==> config.mk <==
export PLATFORM = sky130hd
export DESIGN_NAME = sti_tx
export DESIGN_NICKNAME = d
export VERILOG_FILES = /design/src/rtl/sti_pkg.sv /design/src/rtl/sti_phase_timer.sv /design/src/rtl/sti_shifter.sv /design/src/rtl/sti_seq.sv /design/src/rtl/sti_tx.sv
export SDC_FILE = /design/constraint.sdc
export NUM_CORES = 1
export LEC_CHECK = 0
export ABC_AREA = 1
export BUFFER_PORTS_ARGS = -buffer_cell sky130_fd_sc_hd__buf_2
export CORE_MARGIN = 2
export CORE_UTILIZATION = 59
export CTS_CLUSTER_SIZE = 16
export DETAILED_ROUTE_END_ITERATION = 12
export PLACE_DENSITY = 0.8
export SYNTH_ARGS = -nofsm -noshare
export SYNTH_HDL_FRONTEND = slang
export SYNTH_HIERARCHICAL = 1
export SYNTH_SLANG_ARGS = --single-unit
==> constraint.sdc <==
create_clock -name clk_i -period 2.8 [get_ports clk_i]
set_clock_uncertainty 0.05 [all_clocks]
set_input_delay 0.42 -clock clk_i [delete_from_list [all_inputs] [get_ports clk_i]]
set_output_delay 0.42 -clock clk_i [all_outputs]
set_load 0.01 [all_outputs]
==> src/rtl/sti_pkg.sv <==
package sti_pkg;
  localparam int unsigned INST_W  = 22;
  localparam int unsigned SHORT_W = 9;
  localparam logic [SHORT_W-1:0] SHORT_PAT = 9'b000100101;

  typedef enum logic [2:0] {
    OP_SHIFT  = 3'd0,
    OP_SHORT  = 3'd1,
    OP_WR_CR  = 3'd2,
    OP_WR_CP  = 3'd3,
    OP_CYC_CR = 3'd4,
    OP_CYC_PT = 3'd5,
    OP_CYC_CP = 3'd6,
    OP_NOP    = 3'd7
  } op_e;

  typedef enum logic [3:0] {
    ST_IDLE, ST_SH_LO, ST_SH_HI,
    ST_CR_LO, ST_CR_HI,
    ST_CP_LO, ST_CP_PT, ST_CP_HI,
    ST_PT_HI, ST_PT_LO
  } st_e;

  typedef enum logic [1:0] {TAIL_NONE, TAIL_CR, TAIL_CP} tail_e;

  typedef struct packed {
    logic crck;
    logic testck;
    logic testin;
    logic ptck;
  } pins_t;

  localparam pins_t PINS_IDLE = '{crck: 1'b1, testck: 1'b1, testin: 1'b0, ptck: 1'b0};
endpackage

==> src/rtl/sti_phase_timer.sv <==
module sti_phase_timer #(
  parameter int unsigned PHASE_CLKS = 13
) (
  input  logic clk_i,
  input  logic rst_ni,
  input  logic run_i,
  output logic tick_o
);
  localparam int unsigned CW = (PHASE_CLKS > 1) ? $clog2(PHASE_CLKS) : 1;
  localparam logic [CW-1:0] LAST = CW'(PHASE_CLKS - 1);

  logic [CW-1:0] cnt_q;

  assign tick_o = run_i && (cnt_q == LAST);

  always_ff @(posedge clk_i or negedge rst_ni) begin
    if (!rst_ni)           cnt_q <= '0;
    else if (!run_i)       cnt_q <= '0;
    else if (tick_o)       cnt_q <= '0;
    else                   cnt_q <= cnt_q + 1'b1;
  end
endmodule

==> src/rtl/sti_shifter.sv <==
module sti_shifter #(
  parameter int unsigned W = 22
) (
  input  logic                       clk_i,
  input  logic                       rst_ni,
  input  logic                       load_i,
  input  logic [W-1:0]               word_i,
  input  logic [$clog2(W+1)-1:0]     len_i,
  input  logic                       adv_i,
  output logic                       bit_o,
  output logic                       last_o
);
  localparam int unsigned LW = $clog2(W + 1);

  logic [W-1:0]  sr_q;
  logic [LW-1:0] rem_q;

  assign bit_o  = sr_q[0];
  assign last_o = (rem_q == LW'(1));

  always_ff @(posedge clk_i or negedge rst_ni) begin
    if (!rst_ni) begin
      sr_q  <= '0;
      rem_q <= '0;
    end else if (load_i) begin
      sr_q  <= word_i;
      rem_q <= len_i;
    end else if (adv_i) begin
      sr_q  <= {1'b0, sr_q[W-1:1]};
      rem_q <= rem_q - 1'b1;
    end
  end
endmodule

==> src/rtl/sti_seq.sv <==
module sti_seq
  import sti_pkg::*;
#(
  parameter int unsigned CNT_W = 8
) (
  input  logic             clk_i,
  input  logic             rst_ni,
  input  logic             start_i,
  input  st_e              first_i,
  input  tail_e            tail_i,
  input  logic [CNT_W-1:0] count_i,
  input  logic             tick_i,
  input  logic             last_bit_i,
  output st_e              state_o,
  output logic             adv_o
);
  st_e              st_q, st_nxt;
  tail_e            tail_q;
  logic [CNT_W-1:0] rep_q, rep_nxt;
  logic             more;

  assign state_o = st_q;
  assign more    = (rep_q > CNT_W'(1));

  always_comb begin
    st_nxt  = st_q;
    rep_nxt = rep_q;
    adv_o   = 1'b0;
    unique case (st_q)
      ST_SH_LO: st_nxt = ST_SH_HI;
      ST_SH_HI: begin
        adv_o = tick_i;
        if (!last_bit_i) st_nxt = ST_SH_LO;
        else begin
          unique case (tail_q)
            TAIL_CR: st_nxt = ST_CR_LO;
            TAIL_CP: st_nxt = ST_CP_LO;
            default: st_nxt = ST_IDLE;
          endcase
        end
      end
      ST_CR_LO: st_nxt = ST_CR_HI;
      ST_CR_HI: begin
        st_nxt  = more ? ST_CR_LO : ST_IDLE;
        rep_nxt = rep_q - 1'b1;
      end
      ST_PT_HI: st_nxt = ST_PT_LO;
      ST_PT_LO: begin
        st_nxt  = more ? ST_PT_HI : ST_IDLE;
        rep_nxt = rep_q - 1'b1;
      end
      ST_CP_LO: st_nxt = ST_CP_PT;
      ST_CP_PT: st_nxt = ST_CP_HI;
      ST_CP_HI: begin
        st_nxt  = more ? ST_CP_LO : ST_IDLE;
        rep_nxt = rep_q - 1'b1;
      end
      default: st_nxt = ST_IDLE;
    endcase
  end

  always_ff @(posedge clk_i or negedge rst_ni) begin
    if (!rst_ni) begin
      st_q   <= ST_IDLE;
      tail_q <= TAIL_NONE;
      rep_q  <= '0;
    end else if (start_i) begin
      st_q   <= first_i;
      tail_q <= tail_i;
      rep_q  <= count_i;
    end else if (tick_i) begin
      st_q   <= st_nxt;
      rep_q  <= rep_nxt;
    end
  end
endmodule

==> src/rtl/sti_tx.sv <==
module sti_tx
  import sti_pkg::*;
#(
  parameter int unsigned PHASE_CLKS = 13,
  parameter int unsigned CNT_W      = 8
) (
  input  logic        clk_i,
  input  logic        rst_ni,
  input  logic        cmd_valid_i,
  output logic        cmd_ready_o,
  input  logic [2:0]  cmd_op_i,
  input  logic [21:0] cmd_word_i,
  output logic        crck_o,
  output logic        ptck_o,
  output logic        testck_o,
  output logic        testin_o
);
  localparam int unsigned LW = $clog2(INST_W + 1);

  logic              accept, tick, adv, sh_bit, sh_last, busy_q;
  st_e               st, first_d;
  tail_e             tail_d;
  logic [CNT_W-1:0]  count_d, word_cnt;
  logic [INST_W-1:0] word_d;
  logic [LW-1:0]     len_d;
  pins_t             pins_d, pins_q;

  assign accept   = cmd_valid_i && cmd_ready_o;
  assign word_cnt = cmd_word_i[CNT_W-1:0];

  // command decode
  always_comb begin
    word_d  = cmd_word_i;
    len_d   = LW'(INST_W);
    first_d = ST_SH_LO;
    tail_d  = TAIL_NONE;
    count_d = CNT_W'(1);
    unique case (op_e'(cmd_op_i))
      OP_SHIFT: ;
      OP_SHORT: begin
        word_d = INST_W'(SHORT_PAT);
        len_d  = LW'(SHORT_W);
        tail_d = TAIL_CR;
      end
      OP_WR_CR, OP_WR_CP: begin
        word_d = {6'b0, ~cmd_word_i[15:8], ~cmd_word_i[7:0]};
        tail_d = (cmd_op_i == OP_WR_CR) ? TAIL_CR : TAIL_CP;
      end
      OP_CYC_CR, OP_CYC_PT, OP_CYC_CP: begin
        count_d = word_cnt;
        if (word_cnt == '0)              first_d = ST_IDLE;
        else if (cmd_op_i == OP_CYC_CR)  first_d = ST_CR_LO;
        else if (cmd_op_i == OP_CYC_PT)  first_d = ST_PT_HI;
        else                             first_d = ST_CP_LO;
      end
      default: first_d = ST_IDLE;
    endcase
  end

  sti_phase_timer #(.PHASE_CLKS(PHASE_CLKS)) u_timer (
    .clk_i (clk_i),
    .rst_ni(rst_ni),
    .run_i (st != ST_IDLE),
    .tick_o(tick)
  );

  sti_shifter #(.W(INST_W)) u_shift (
    .clk_i (clk_i),
    .rst_ni(rst_ni),
    .load_i(accept),
    .word_i(word_d),
    .len_i (len_d),
    .adv_i (adv),
    .bit_o (sh_bit),
    .last_o(sh_last)
  );

  sti_seq #(.CNT_W(CNT_W)) u_seq (
    .clk_i     (clk_i),
    .rst_ni    (rst_ni),
    .start_i   (accept),
    .first_i   (first_d),
    .tail_i    (tail_d),
    .count_i   (count_d),
    .tick_i    (tick),
    .last_bit_i(sh_last),
    .state_o   (st),
    .adv_o     (adv)
  );

  // phase to pin pattern
  always_comb begin
    pins_d = PINS_IDLE;
    unique case (st)
      ST_SH_LO: pins_d = '{crck: 1'b1, testck: 1'b0, testin: sh_bit, ptck: 1'b0};
      ST_SH_HI: pins_d = '{crck: 1'b1, testck: 1'b1, testin: sh_bit, ptck: 1'b0};
      ST_CR_LO, ST_CP_LO:
                pins_d = '{crck: 1'b0, testck: 1'b1, testin: 1'b0, ptck: 1'b0};
      ST_CP_PT: pins_d = '{crck: 1'b0, testck: 1'b1, testin: 1'b0, ptck: 1'b1};
      ST_PT_HI: pins_d = '{crck: 1'b1, testck: 1'b1, testin: 1'b0, ptck: 1'b1};
      default:  pins_d = PINS_IDLE;
    endcase
  end

  // registered pins: glitch-free clock lines
  always_ff @(posedge clk_i or negedge rst_ni) begin
    if (!rst_ni) begin
      pins_q <= PINS_IDLE;
      busy_q <= 1'b0;
    end else begin
      pins_q <= pins_d;
      busy_q <= (st != ST_IDLE);
    end
  end

  assign cmd_ready_o = (st == ST_IDLE) && !busy_q;
  assign crck_o      = pins_q.crck;
  assign testck_o    = pins_q.testck;
  assign testin_o    = pins_q.testin;
  assign ptck_o      = pins_q.ptck;
endmodule

==> metrics <==
FILL cells=480; Placer Congestion=slightly above 0.9; crit path time final=about 2.4 ns; Crit path top cell by count=nor2_1; vias in the first global route=2,604; area grow syn2layout=10.0%; Sink Count=50; buffers and inverters on the worst path=3; Max IR drop VDD=between 0.4 and 0.5 mV; Cells after Synth=about 470; Top delay family on crit path=simple AND/OR/NAND/NOR gates; IO Port Bufs=32; max cap viols=0; Synthesized Nets=between 500 and 600; initial core utilization=about 60%; CTS clk-pin slew, worst paths=approximately 0.090 ns; H-tree depth=2; clk buf depth=2; CTS Hold Bufs=0; cts bufs inserted=5; Max Slew Vio Count=0; CTS tree=done; Final setup viols=0; Avg WL per Cell=between 10 and 15 µm; # diodes=0; setup_tns=0 ns; nets=533; DRC Markers=0; WP data required=about 3.0 ns; worst skew pair latency=between 0.3 and 0.4 ns; synthesized area=~3300 µm²; first-pass GRT wire length=about 12,000 µm; met3 usage=under 10%; DP Area=about 3500 µm²; Leak Pwr=between 0.0015 and 0.002 µW; Syn Area/Cell=between 7 and 8 µm²; fin crit share=roughly 84%; Total Routing Usage GR=roughly a quarter; placed wire-length estimate=around 5100 µm; die area=6180 µm²; GRT Max-Usage Layer=met2; worst-path maximum fanout=16; vias per cell=a little over 5; total global routing overflow=0; initial antenna violation count=0; commonest cells after routing, fill and taps aside=nand2_1, nor2_1, inv_1, dfrtp_1, buf_2; outcome=complete, no violations; final wirelength=between 6000 and 7000 µm; power density over the cells=around 910 nW/µm²; Iteration-0 DRC Markers=120; R2R setup slack=between 0.4 and 0.5 ns; Final Hold Fails=0; Row Count=27; most common cell after layout, fill and taps aside=nand2_1; hold slack=roughly 0.019 ns; Design Area, Final=3610 µm²; actual slew at the worst max-slew pin=roughly 0.56 ns; Critical R2R Launch=u_seq/state_o[3]; critical path class=flip-flop to flip-flop; Worst setup SP type=flip-flop; drt pass-1 iters=4; crit path DAT=between 2 and 3 ns; GR Layer Usage met2=about two fifths; grt met1 use=between 30% and 40%; f_max=between 400 and 500 MHz; share of cells above drive strength 1=17.7%; IO Pins=33; class of the worst hold path=input pin to asynchronous set/reset pin; number of distinct library cells after synthesis=36; Yosys warnings=6; reg2reg path depth=10; Clock Tree Root=clkbuf_8; Core Footprint=between 5000 and 6000 µm²; Tot Pwr=between 3000 and 4000 µW; sequential fraction of the synthesis area=between 30% and 40%; post_cts resized=0; Post-CTS Setup Inserts=0; CP max stage cell=dfrtp_1; Die Width=78.6 µm; critical path's largest stage delay=approximately 0.57 ns; Die Y=between 70 and 80 µm; Slew headroom=roughly 63%; critical path, cell by cell=nor2_1 -> nand2_1 -> inv_1 -> nor2_1 -> inv_1 -> nor2_1 -> nand2_4 -> inv_4 -> nand3_1 -> nand2_1; Synth Register Bits=50; Core Util, Final=around 66%; Setup crit end kind=flip-flop; largest net degree at the start of global routing=47; Vias=just under 3,000; Final ANT Viol Nets=0; r2r endpoint=u_shift/rem_q[4]; RSZ-0062 raised after global routing=false
## through the flow
| step | std cells | setup WS (ns) |
|---|---|---|
| after CTS | 570 | 0.451 |
| after global placement | 562 | 0.622 |
| after detailed placement | 562 | 0.492 |
| final | 570 | 0.436 |
| after global routing | 570 | 0.141 |
| after floorplan | 468 | 0.784 |
## flip-flops by register name, indices dropped and copies added, names as in the netlist
signal and flops:
u_seq/rep_q 8, ptck_o 1, u_seq/tail_q 2, u_shift/sr_q 22, u_timer/cnt_q 4, crck_o 1
testck_o 1, u_seq/state_o 4, testin_o 1, busy_q 1, u_shift/rem_q 5
## cell usage after synthesis, drive strengths merged
cell    instances  area [µm²]
xor2            2        17.5
o211ai          7        52.6
nor3            1        5.00
nand4           3        18.8
a21boi          1        7.51
a22oi           5        37.5
a21oi          21         109
dfrtp          48        1200
and3            1        6.26
nand3b          1        7.51
nand3          42         265
dfstp           2        52.6
nor2           75         302
inv            63         239
buf            11        98.8
xnor2           2        17.5
nand2         153         622
nor3b           1        7.51
o21ai          14        81.3
ha              8         100
o22ai           4        25.0
clkbuf          3        12.5
## area by class of cell
type / instances / area, µm² / area share, %
Tap cell: 72 / 90.1 / 2.49
Clock inverter: 2 / 60.1 / 1.66
Sequential cell: 50 / 1250 / 34.7
Timing Repair Buffer: 36 / 203 / 5.61
Clock buffer: 6 / 82.6 / 2.28
Multi-Input combinational cell: 341 / 1690 / 46.7
Inverter: 63 / 239 / 6.61
## kinds of logic (layout without fill, tap and decap cells)
family / count (synthesis) / in the layout / share of synthesized area (%)
DFF: 50 / 50 / 38.2
AOI/OAI and AO/OA: 52 / 52 / 9.52
xor gates and xnor gates: 4 / 4 / 1.07
adders and majority gates: 8 / 8 / 3.05
and+or+nand+nor: 277 / 277 / 37.5
buffers and inverters: 77 / 107 / 10.7
## power breakdown
part | leakage [µW] | internal [µW] | total (µW) | switching, µW
Sequential | 0.000630 | 1030 | 1270 | 241
Clock | 0.0000714 | 381 | 624 | 243
Combinational | 0.00124 | 542 | 1390 | 850
## routing by layer
layer  wire, µm  share of wire (%)  up-vias
met5          0                  0        -
met1       3270                 47     1321
met2       3250                 47       68
met4        133                1.9        0
li1           -                  -     1517
met3        305                4.4       12
## worst max-delay path by stage
stage | from | end | slack (ns) | cells past startpoint
floorplan | u_seq/state_o[3] | u_seq/rep_q[1] | 0.78 | 8
CTS | u_seq/state_o[3] | u_shift/rem_q[4] | 0.45 | 10
global route | u_seq/state_o[3] | u_shift/rem_q[3] | 0.14 | 10
finish | u_seq/state_o[3] | u_shift/rem_q[4] | 0.44 | 10
global placement | u_seq/state_o[3] | u_seq/state_o[3] | 0.62 | 9
detailed placement | u_seq/state_o[3] | u_shift/rem_q[4] | 0.49 | 10
Power figures use the tool's default switching activity.
